File: src/rtl/flash_rd_pkg.sv
package flash_rd_pkg;

  typedef enum logic [1:0] {
    ST_IDLE = 2'd0,
    ST_WAIT = 2'd1,
    ST_ACK  = 2'd2
  } rd_state_t;

  // Bytes per page are fixed at eight; the tag starts above this bit count.
  localparam int unsigned PAGE_OFS_W = 3;
  localparam int unsigned LANE_W     = 8;

endpackage

File: src/rtl/page_tag_tracker.sv
module page_tag_tracker #(
  parameter int unsigned TAG_W = 21
) (
  input  logic             clk,
  input  logic             rst,
  input  logic [TAG_W-1:0] look_tag,
  input  logic             look_byte,
  input  logic             store,
  input  logic             forget,
  output logic             hit
);

  logic [TAG_W-1:0] tag_q;
  logic             byte_q;
  logic             valid_q;

  always_ff @(posedge clk) begin
    if (rst) begin
      tag_q   <= '0;
      byte_q  <= 1'b0;
      valid_q <= 1'b0;
    end else begin
      if (store) begin
        tag_q   <= look_tag;
        byte_q  <= look_byte;
        valid_q <= 1'b1;
      end
      if (forget) begin
        valid_q <= 1'b0;
      end
    end
  end

  assign hit = valid_q && (tag_q == look_tag) && (byte_q == look_byte);

endmodule

File: src/rtl/wait_counter.sv
module wait_counter #(
  parameter int unsigned CNT_W = 8
) (
  input  logic             clk,
  input  logic             rst,
  input  logic             load,
  input  logic [CNT_W-1:0] load_cycles,
  output logic             expired
);

  logic [CNT_W-1:0] cnt_q;
  logic [CNT_W-1:0] start_val;

  // A request of N clocks leaves N-1 decrements after the load edge; 0 acts as 1.
  assign start_val = (load_cycles == '0) ? '0 : load_cycles - 1'b1;

  always_ff @(posedge clk) begin
    if (rst) begin
      cnt_q <= '0;
    end else if (load) begin
      cnt_q <= start_val;
    end else if (cnt_q != '0) begin
      cnt_q <= cnt_q - 1'b1;
    end
  end

  assign expired = (cnt_q == '0);

endmodule

File: src/rtl/flash_page_reader.sv
module flash_page_reader
  import flash_rd_pkg::*;
#(
  parameter int unsigned BYTE_ADDR_W = 24,
  parameter int unsigned DATA_W      = 16,
  parameter int unsigned CNT_W       = 8
) (
  input  logic                   clk,
  input  logic                   rst,
  input  logic                   req,
  input  logic [BYTE_ADDR_W-1:0] req_addr,
  input  logic                   req_byte,
  input  logic [CNT_W-1:0]       random_wait,
  input  logic [CNT_W-1:0]       page_wait,
  input  logic                   bus_write,
  output logic                   ack,
  output logic [DATA_W-1:0]      rsp_data,
  output logic [BYTE_ADDR_W-2:0] fl_addr,
  output logic                   fl_lsb,
  output logic                   fl_byte_n,
  output logic                   fl_ce_n,
  output logic                   fl_oe_n,
  input  logic [DATA_W-1:0]      fl_dq
);

  localparam int unsigned TAG_W = BYTE_ADDR_W - PAGE_OFS_W;

  rd_state_t        state_q;
  logic             accept;
  logic             page_hit;
  logic             wait_done;
  logic [CNT_W-1:0] cycles_sel;
  logic             byte_q;
  logic [DATA_W-1:0] lane_data;

  assign accept     = req && (state_q == ST_IDLE || state_q == ST_ACK);
  assign cycles_sel = page_hit ? page_wait : random_wait;

  page_tag_tracker #(.TAG_W(TAG_W)) i_tags (
    .clk       (clk),
    .rst       (rst),
    .look_tag  (req_addr[BYTE_ADDR_W-1:PAGE_OFS_W]),
    .look_byte (req_byte),
    .store     (accept),
    .forget    (bus_write),
    .hit       (page_hit)
  );

  wait_counter #(.CNT_W(CNT_W)) i_wait (
    .clk         (clk),
    .rst         (rst),
    .load        (accept),
    .load_cycles (cycles_sel),
    .expired     (wait_done)
  );

  generate
    if (DATA_W > LANE_W) begin : g_wide
      assign lane_data = byte_q ? {{(DATA_W-LANE_W){1'b0}}, fl_dq[LANE_W-1:0]} : fl_dq;
    end else begin : g_narrow
      assign lane_data = fl_dq;
    end
  endgenerate

  always_ff @(posedge clk) begin
    if (rst) begin
      state_q   <= ST_IDLE;
      ack       <= 1'b0;
      rsp_data  <= '0;
      fl_addr   <= '0;
      fl_lsb    <= 1'b0;
      fl_byte_n <= 1'b1;
      fl_ce_n   <= 1'b1;
      fl_oe_n   <= 1'b1;
      byte_q    <= 1'b0;
    end else begin
      ack <= 1'b0;
      if (accept) begin
        state_q   <= ST_WAIT;
        fl_addr   <= req_addr[BYTE_ADDR_W-1:1];
        fl_lsb    <= req_byte & req_addr[0];
        fl_byte_n <= ~req_byte;
        byte_q    <= req_byte;
        fl_ce_n   <= 1'b0;
        fl_oe_n   <= 1'b0;
      end else begin
        case (state_q)
          ST_WAIT: begin
            if (wait_done) begin
              rsp_data <= lane_data;
              ack      <= 1'b1;
              state_q  <= ST_ACK;
            end
          end
          ST_ACK: begin
            state_q <= ST_IDLE;
            fl_ce_n <= 1'b1;
            fl_oe_n <= 1'b1;
          end
          default: state_q <= ST_IDLE;
        endcase
      end
    end
  end

endmodule

File: config.mk
export PLATFORM = sky130hd
export DESIGN_NAME = flash_page_reader
export DESIGN_NICKNAME = d
export VERILOG_FILES = /design/src/rtl/flash_rd_pkg.sv /design/src/rtl/page_tag_tracker.sv /design/src/rtl/wait_counter.sv /design/src/rtl/flash_page_reader.sv
export SDC_FILE = /design/constraint.sdc
export NUM_CORES = 1
export LEC_CHECK = 0
export ABC_AREA = 0
export BUFFER_PORTS_ARGS = -buffer_cell sky130_fd_sc_hd__buf_2
export CORE_ASPECT_RATIO = 1.2
export CORE_UTILIZATION = 35
export CTS_CLUSTER_DIAMETER = 80
export DETAILED_ROUTE_END_ITERATION = 8
export HOLD_SLACK_MARGIN = 0.12
export PLACE_DENSITY = 0.67
export RECOVER_POWER = 100
export SLEW_MARGIN = 20
export SYNTH_ARGS = -nofsm -noshare
export SYNTH_HDL_FRONTEND = slang
export SYNTH_SLANG_ARGS = --single-unit
File: constraint.sdc
create_clock -name clk -period 7.8 [get_ports clk]
set_input_delay 1.95 -clock clk [delete_from_list [all_inputs] [get_ports clk]]
set_output_delay 1.95 -clock clk [all_outputs]
set_load 0.03 [all_outputs]
==> impl_results.md, run 1 <==
- Syn Nets: 407
- CP Class: input port to flip-flop
- Wire length on met3: 405 µm
- Clock latency on the worst-skew pair: 0.31 ns
- Post_cts resized: 0
- I/O pins: 105
- CTS hold repair buffers: 0
- CTS clock-pin slew for the worst setup and hold paths: ~0.1 ns
- TritonCTS clock tree: yes
- Area Growth Syn to Fin: 21.0%
- Relative slew slack: -48.3%
- Final period util: 69.2%
- Longest Clk Path Bufs: 2
- NumNets Final: 499
- Final Setup Violations: 0
- Clock Tree Root: clkbuf_8
- GR Overflow Total: 0
- # diodes: 0
- DR WL/cell: 13.3 µm
- Setup ws final: 2.40 ns
- Largest net degree at the start of global routing: 51
- Pwr dens: about 250 mW/mm²
- First-pass GRT wire length: 11300 µm
- Cell area after synthesis: roughly 0.0028 mm²
- Met1 Wirelength: slightly below 3000 µm
- Share of layout cells above drive strength 1: 16.7%
- Detailed-route wire length: 7040 µm
- Routed vias: 2726
- Crit Path Max Fanout: 8
- RSZ-0062 raised after global routing: no
- Failing checks: capacitance limit, slew limit
- Die Y-Extent: 99.4 µm
- Worst Skew: 0.00978 ns
- Leakage Power: 1.23 nW
- Vias per cell: 5.15
- FFs w/ async S/R, synth: 0%
- Avg Cell Area, Syn: 8.04 µm²
- Post-synthesis sequential area ratio: 39.8%
- Switching Fraction: 36.5%
- Max IR drop VDD: 0.115 mV
- Drt first pass iters: 4
- Core ar.: 0.00766 mm²
- All-Layer GR Usage: between 10% and 20%
- Worst Path Arrival: roughly 5.7 ns
- Antenna Nets Post-Route: 0
- Place WS: 2.49 ns
- 1st-iter DRT viols: 192
- Synth cell types: 44
- Post-Route Setup TNS: 0 ns
- Site row count: 35
- Die X: 83.2 µm
- Initial antenna violation count: 0
- Number of synthesis warnings: 0
- H-tree Lvls: 2
- Design Power: 0.829 mW
- Synth Register Bits: 55
- Clock sink count: 55
- NetSw: 0.303 mW
- Time the worst path needs with I/O delays and setup: 5.40 ns
- Max Freq: around 190 MHz
- IO Port Bufs: 104
- Worst hold slack: 0.457 ns
- Syn Inst Count: 344
- Req. time, crit path: a little over 8 ns
- Final hold vios: 0
- Die area: about 0.0083 mm²
- Highest Signal Layer: met4
- Max-Cap Viols: 1
- Worst hold path class: flip-flop to flip-flop
- Clock power share: 23.5%
- Slew of the pin with the lowest slew margin: 2.23 ns
- Initial Util: between 30% and 40%
- Cell Int Power: ~0.53 mW
- Top cell type's share of synthesized area: between 30% and 40%
- Crit end category: flip-flop
- Synth area leader: dfxtp_1
- Nature of the critical path startpoint: input port
- Area contributors post-synth: dfxtp_1 40%, nand2_1 10%, a21oi_1 10%
- Cts bufs inserted: 5
- Metal2 WL: 3600 µm
- Dpl hpwl: 5100 µm
- Top FF cell, synth: dfxtp_1
- Max-slew violations: 51
- Vias in the first global route: 2467
- Combinational share of power: 34.5%
- DRC violations left: 0
- Number of flops mapped to enable cells by yosys: 0
- Postcts setup bufs: 0
- Status: complete, but fails checks
- GP Congestion: 0.881
- Seq pwr share: 42.0%
[per-stage QoR]
step                      instances  utilization [%]  cell area (µm²)
after detailed placement        521             43.1             3300
final                           529             43.7             3350
after CTS                       529             44.5             3410
after global placement          521             43.1             3300
after global routing            529             43.7             3350
after floorplan                 344                -             2770
[per-layer routing]
| layer | vias up | global-route usage, % |
|---|---|---|
| li1 | 1374 | - |
| met1 | 1252 | 19.7 |
| met2 | 94 | 29.5 |
| met3 | 6 | 4.23 |
| met4 | 0 | 5.04 |
| met5 | - | 0 |
[power groups by stage]
stage / Sequential (mW) / Clock (mW) / Combinational (mW)
after global routing: 0.354 / 0.212 / 0.317
after floorplan: 0.389 / 0 / 0.189
after CTS: 0.348 / 0.200 / 0.293
after detailed placement: 0.354 / 0 / 0.293
final: 0.348 / 0.195 / 0.286
after global placement: 0.353 / 0 / 0.290
[worst max-delay path, stage by stage]
cell and delay (ns):
buf_2 0.12, xnor2_1 0.17, nand4_1 0.12, nor4_1 1.05, nand2_1 0.28, mux2i_1 0.23, ha_1 0.26, nand2b_1 0.13
or4b_2 0.64, a21oi_1 0.16, or4b_1 0.44, nand3_1 0.09
[flip-flops by register name, indices dropped and copies added, names as in the netlist]
signal,flops
i_tags.valid_q,1
i_tags.byte_q,1
fl_lsb,1
state_q,2
fl_byte_n,1
fl_oe_n,1
fl_addr,2
rsp_data,16
ack,1
i_wait.cnt_q,8
i_tags.tag_q,21
[cell families (layout without fill, tap and decap cells)]
family | Yosys count | after routing | synth area share (%)
fa+ha+maj | 2 | 2 | 0.904
mux | 3 | 3 | 1.09
flops | 55 | 55 | 39.8
compound gates | 86 | 86 | 17.8
simple gates | 143 | 143 | 25.8
buf+inv | 24 | 117 | 4.75
xor+xnor | 31 | 31 | 9.81
[area by class of cell]
| class | instances | area, µm² |
|---|---|---|
| Clock buffer | 6 | 72.6 |
| Clock inverter | 2 | 38.8 |
| Fill cell | 804 | 4320 |
| Inverter | 3 | 11.3 |
| Multi-Input combinational cell | 265 | 1530 |
| Sequential cell | 55 | 1100 |
| Tap cell | 92 | 115 |
| Timing Repair Buffer | 106 | 478 |
[synth_stat cells, types with 2 or more instances]
master,n
or3_1,7
nand2b_1,6
a211oi_1,2
a21oi_1,55
nor4_1,4
xnor2_1,22
o211ai_1,2
o21ai_0,10
a32oi_1,2
mux2i_1,3
xor2_1,9
ha_1,2
clkbuf_1,12
nor2b_1,3
dfxtp_1,55
or4_1,5
o21bai_1,2
a31oi_1,2
o31ai_1,4
o31a_1,2
nand3_1,2
nor2_1,12
nand3b_1,9
inv_1,3
nor3_1,7
buf_6,3
nand4_1,5
buf_1,3
nand2_1,75
buf_4,2
[path summary, 6_finish.rpt]
kind	from	end	slack [ns]	depth (start not counted)
worst max-delay path	req_byte	i_wait.cnt_q[6]	2.40	12
worst max register to register	i_tags.byte_q	i_wait.cnt_q[6]	3.64	11
worst min register to register	rsp_data[9]	rsp_data[9]	0.46	2
worst min-delay path	rsp_data[9]	rsp_data[9]	0.46	2
[cell usage in the layout (no fill, tap or decap), types with 2 or more instances in the layout]
| cell | count |
|---|---|
| nor2_1 | 12 |
| nand2_1 | 75 |
| clkbuf_1 | 47 |
| o31a_1 | 2 |
| xor2_1 | 9 |
| nor4_1 | 5 |
| clkbuf_8 | 5 |
| a32oi_1 | 2 |
| nand3_1 | 2 |
| nand2b_1 | 6 |
| ha_1 | 2 |
| inv_1 | 3 |
| or4_1 | 5 |
| xnor2_1 | 22 |
| nand3b_1 | 9 |
| a21oi_1 | 55 |
| o21ai_0 | 10 |
| mux2i_1 | 3 |
| o211ai_1 | 2 |
| buf_4 | 2 |
| nor2b_1 | 2 |
| o31ai_1 | 4 |
| a211oi_1 | 2 |
| buf_2 | 58 |
| dfxtp_1 | 55 |
| o21bai_1 | 2 |
| nor3_1 | 7 |
| a31oi_1 | 2 |
| or3_1 | 7 |
| nand4_1 | 5 |
No activity file was read; power rests on OpenSTA's default activity.
==> run 2: changes to the inputs <==
- clock period: 7.8 -> 5.49 ns (I/O delays scaled with it)
==> run 2 against run 1 <==
Effect of this change: the flow still finishes with violations (capacitance limit, slew limit); first-iteration DRC count increased by 7.3%; non-clock buffer count increased by 2; total power increased by 41%; die area unchanged.
==> impl_results.md, run 2 (same netlist as run 1, synthesis figures left out) <==
- Status: complete, but fails checks
- Failing checks: capacitance limit, slew limit
- Core ar.: 0.00766 mm² (unchanged)
- Final cell count without fillers: 531 (+0.38%)
- Largest regs: i_tags.tag_q: 21 flops, rsp_data: 16 flops, i_wait.cnt_q: 8 flops
- Nature of the critical path startpoint: input port
- Commonest non-fill, non-tap cell in the layout: nand2_1
- Final Setup Violations: 0 (unchanged)
- Most frequent cells in the layout: 75 x nand2_1, 58 x buf_2, 55 x a21oi_1, 55 x dfxtp_1, 47 x clkbuf_1
- Max-Cap Viols: 1 (unchanged)
- IO Port Bufs: 104 (unchanged)
- RSZ-0062 raised after global routing: no
- Largest net degree at the start of global routing: 51 (unchanged)
- Initial Util: 36.1% (unchanged)
- Met1 Wirelength: 3160 µm (+6.5%)
- Req. time, crit path: 5.74 ns (-2.31 ns)
- DR WL/cell: 13.6 µm (+2.4%)
- Worst r2r src: i_tags.tag_q[13]
- Setup slack, reg-to-reg: 1.95 ns (-1.69 ns)
- First-pass GRT wire length: 11900 µm (+5.0%)
- Area Growth Syn to Fin: 21.2%
- Final hold vios: 0 (unchanged)
- Postcts setup bufs: 0 (unchanged)
- Routed vias: 2765 (+1.4%)
- Longest Clk Path Bufs: 2 (unchanged)
- GR Overflow Total: 0 (unchanged)
- CTS hold repair buffers: 0 (unchanged)
- TritonCTS clock tree: yes
- Hold Startpoint: rsp_data[8]
- Pwr dens: 349 mW/mm² (+41%)
- Hold Crit Endpoint: rsp_data[8]
- Relative slew slack: -13.3% (+35 points)
- Final period util: between 70% and 80%
- # diodes: 0 (unchanged)
- Max Freq: 231 MHz
- Cts bufs inserted: 5 (unchanged)
- Worst reg2reg path depth: 11 (unchanged)
- Time the worst path needs with I/O delays and setup: 4.34 ns
- Vias per cell: 5.21 (+1.0%)
- All-Layer GR Usage: 17.5% (+0.90 points)
- DRC violations left: 0 (unchanged)
- Share of layout cells above drive strength 1: 16.4% (-0.30 points)
- Largest register FFs: 21 (unchanged)
- CP Class: input port to flip-flop
- Post-Route Setup TNS: 0 ns (unchanged)
- CTS clock-pin slew for the worst setup and hold paths: 0.10 ns (about the same)
- CP peak stage delay: 0.66 ns (-0.39 ns)
- I/O pins: 105 (unchanged)
- Max-slew violations: 25 (-51%)
- Detailed-route wire length: 7230 µm (+2.8%)
- Worst Skew: 0.0103 ns (+0.000528 ns)
- Clock latency on the worst-skew pair: 0.31 ns (about the same)
- Initial antenna violation count: 0 (unchanged)
- Clock sink count: 55 (unchanged)
- Hold Path Stages: 2 (unchanged)
- Leakage Power: 1.23 nW (+0.32%)
- 1st-iter DRT viols: 206 (+7.3%)
- Max IR drop VDD: 0.171 mV (+48%)
- Metal2 WL: 3510 µm (-2.4%)
- Worst Path Arrival: 4.59 ns (-1.06 ns)
- Wire length on met3: 399 µm (-1.5%)
- Post_cts resized: 0 (unchanged)
- Final core occ: 43.8% (+0.082 points)
- Die Y-Extent: 99.4 µm (unchanged)
- Die X: 83.2 µm (unchanged)
- Site row count: 35 (unchanged)
- Drt first pass iters: 4 (unchanged)
- Crit Path Max Fanout: 8 (unchanged)
- Placed cell count: 523 (+0.38%)
- GP Congestion: 0.857 (-2.6%)
- Fillers: 794 (-1.2%)
- R2R Path End: i_wait.cnt_q[6]
- NumNets Final: 501 (+0.40%)
- Top reg by flops: i_tags.tag_q
- Clock Tree Root: clkbuf_8
- Worst hold path class: flip-flop to flip-flop
- Crit end category: flip-flop
- Crit-path slowest cell: or4b_2
- Vias in the first global route: 2516 (+2.0%)
- Die area: 0.00827 mm² (unchanged)
- Slew of the pin with the lowest slew margin: 1.70 ns (-0.529 ns)
- Critical-path cell list: buf_2 -> xor2_1 -> nor4_1 -> and4_1 -> nand2_1 -> mux2i_1 -> ha_1 -> nand2b_1 -> or4b_2 -> a21oi_1 -> or4b_1 -> nand3_1
- Dpl hpwl: 5260 µm (+3.1%)
- Highest Signal Layer: met4
- Antenna Nets Post-Route: 0 (unchanged)
- H-tree Lvls: 2 (unchanged)
-- run 2: metrics by stage --
stage	setup WS (ns)	total power [mW]	area, µm²	hold slack (ns)
floorplan	1.27	0.822	2770	0.467
global placement	0.975	0.915	3310	0.436
detailed placement	0.860	0.921	3310	0.440
CTS	1.18	1.20	3430	0.455
global route	0.946	1.25	3350	0.477
finish	1.15	1.17	3350	0.454
-- run 2: power breakdown --
group / leakage (nW) / switching [mW] / internal, mW
Clock: 0.0558 / 0.138 / 0.138
Sequential: 0.450 / 0.0405 / 0.453
Combinational: 0.727 / 0.251 / 0.149
-- run 2: how the worst max path moves through the flow --
stage	startpoint	depth (start not counted)	to
3_5_place_dp	req_addr[12]	12	i_wait.cnt_q[6]
5_1_grt	req_addr[12]	12	i_wait.cnt_q[6]
6_report	req_addr[16]	12	i_wait.cnt_q[6]
3_3_place_gp	req_addr[16]	12	i_wait.cnt_q[6]
4_1_cts	req_addr[16]	12	i_wait.cnt_q[6]
2_1_floorplan	req_addr[16]	12	i_wait.cnt_q[6]
-- run 2: critical path, delay by kind of cell --
| kind | cells | cell delay (ns) |
|---|---|---|
| XOR/XNOR | 1 | 0.13 |
| multiplexers | 1 | 0.19 |
| adder cells (fa/ha/maj) | 1 | 0.25 |
| AO/OA/AOI/OAI | 1 | 0.16 |
| buffers and inverters | 1 | 0.11 |
| AND/OR/NAND/NOR | 7 | 2.37 |
-- run 2: metal layers --
metal | vias to the layer above | global-route usage, %
li1 | 1387 | -
met1 | 1279 | 21.8
met2 | 84 | 29.6
met3 | 15 | 3.90
met4 | 0 | 6.63
met5 | - | 0
-- run 2: cell type report --
class,instances,area (µm²),area share (%)
well taps,92,115,3.43
multi-input cells,265,1530,45.5
inverters,3,11.3,0.336
clock buffers,6,72.6,2.16
repair buffers,108,489,14.6
clock inverters,2,38.8,1.16
flip-flops and latches,55,1100,32.8
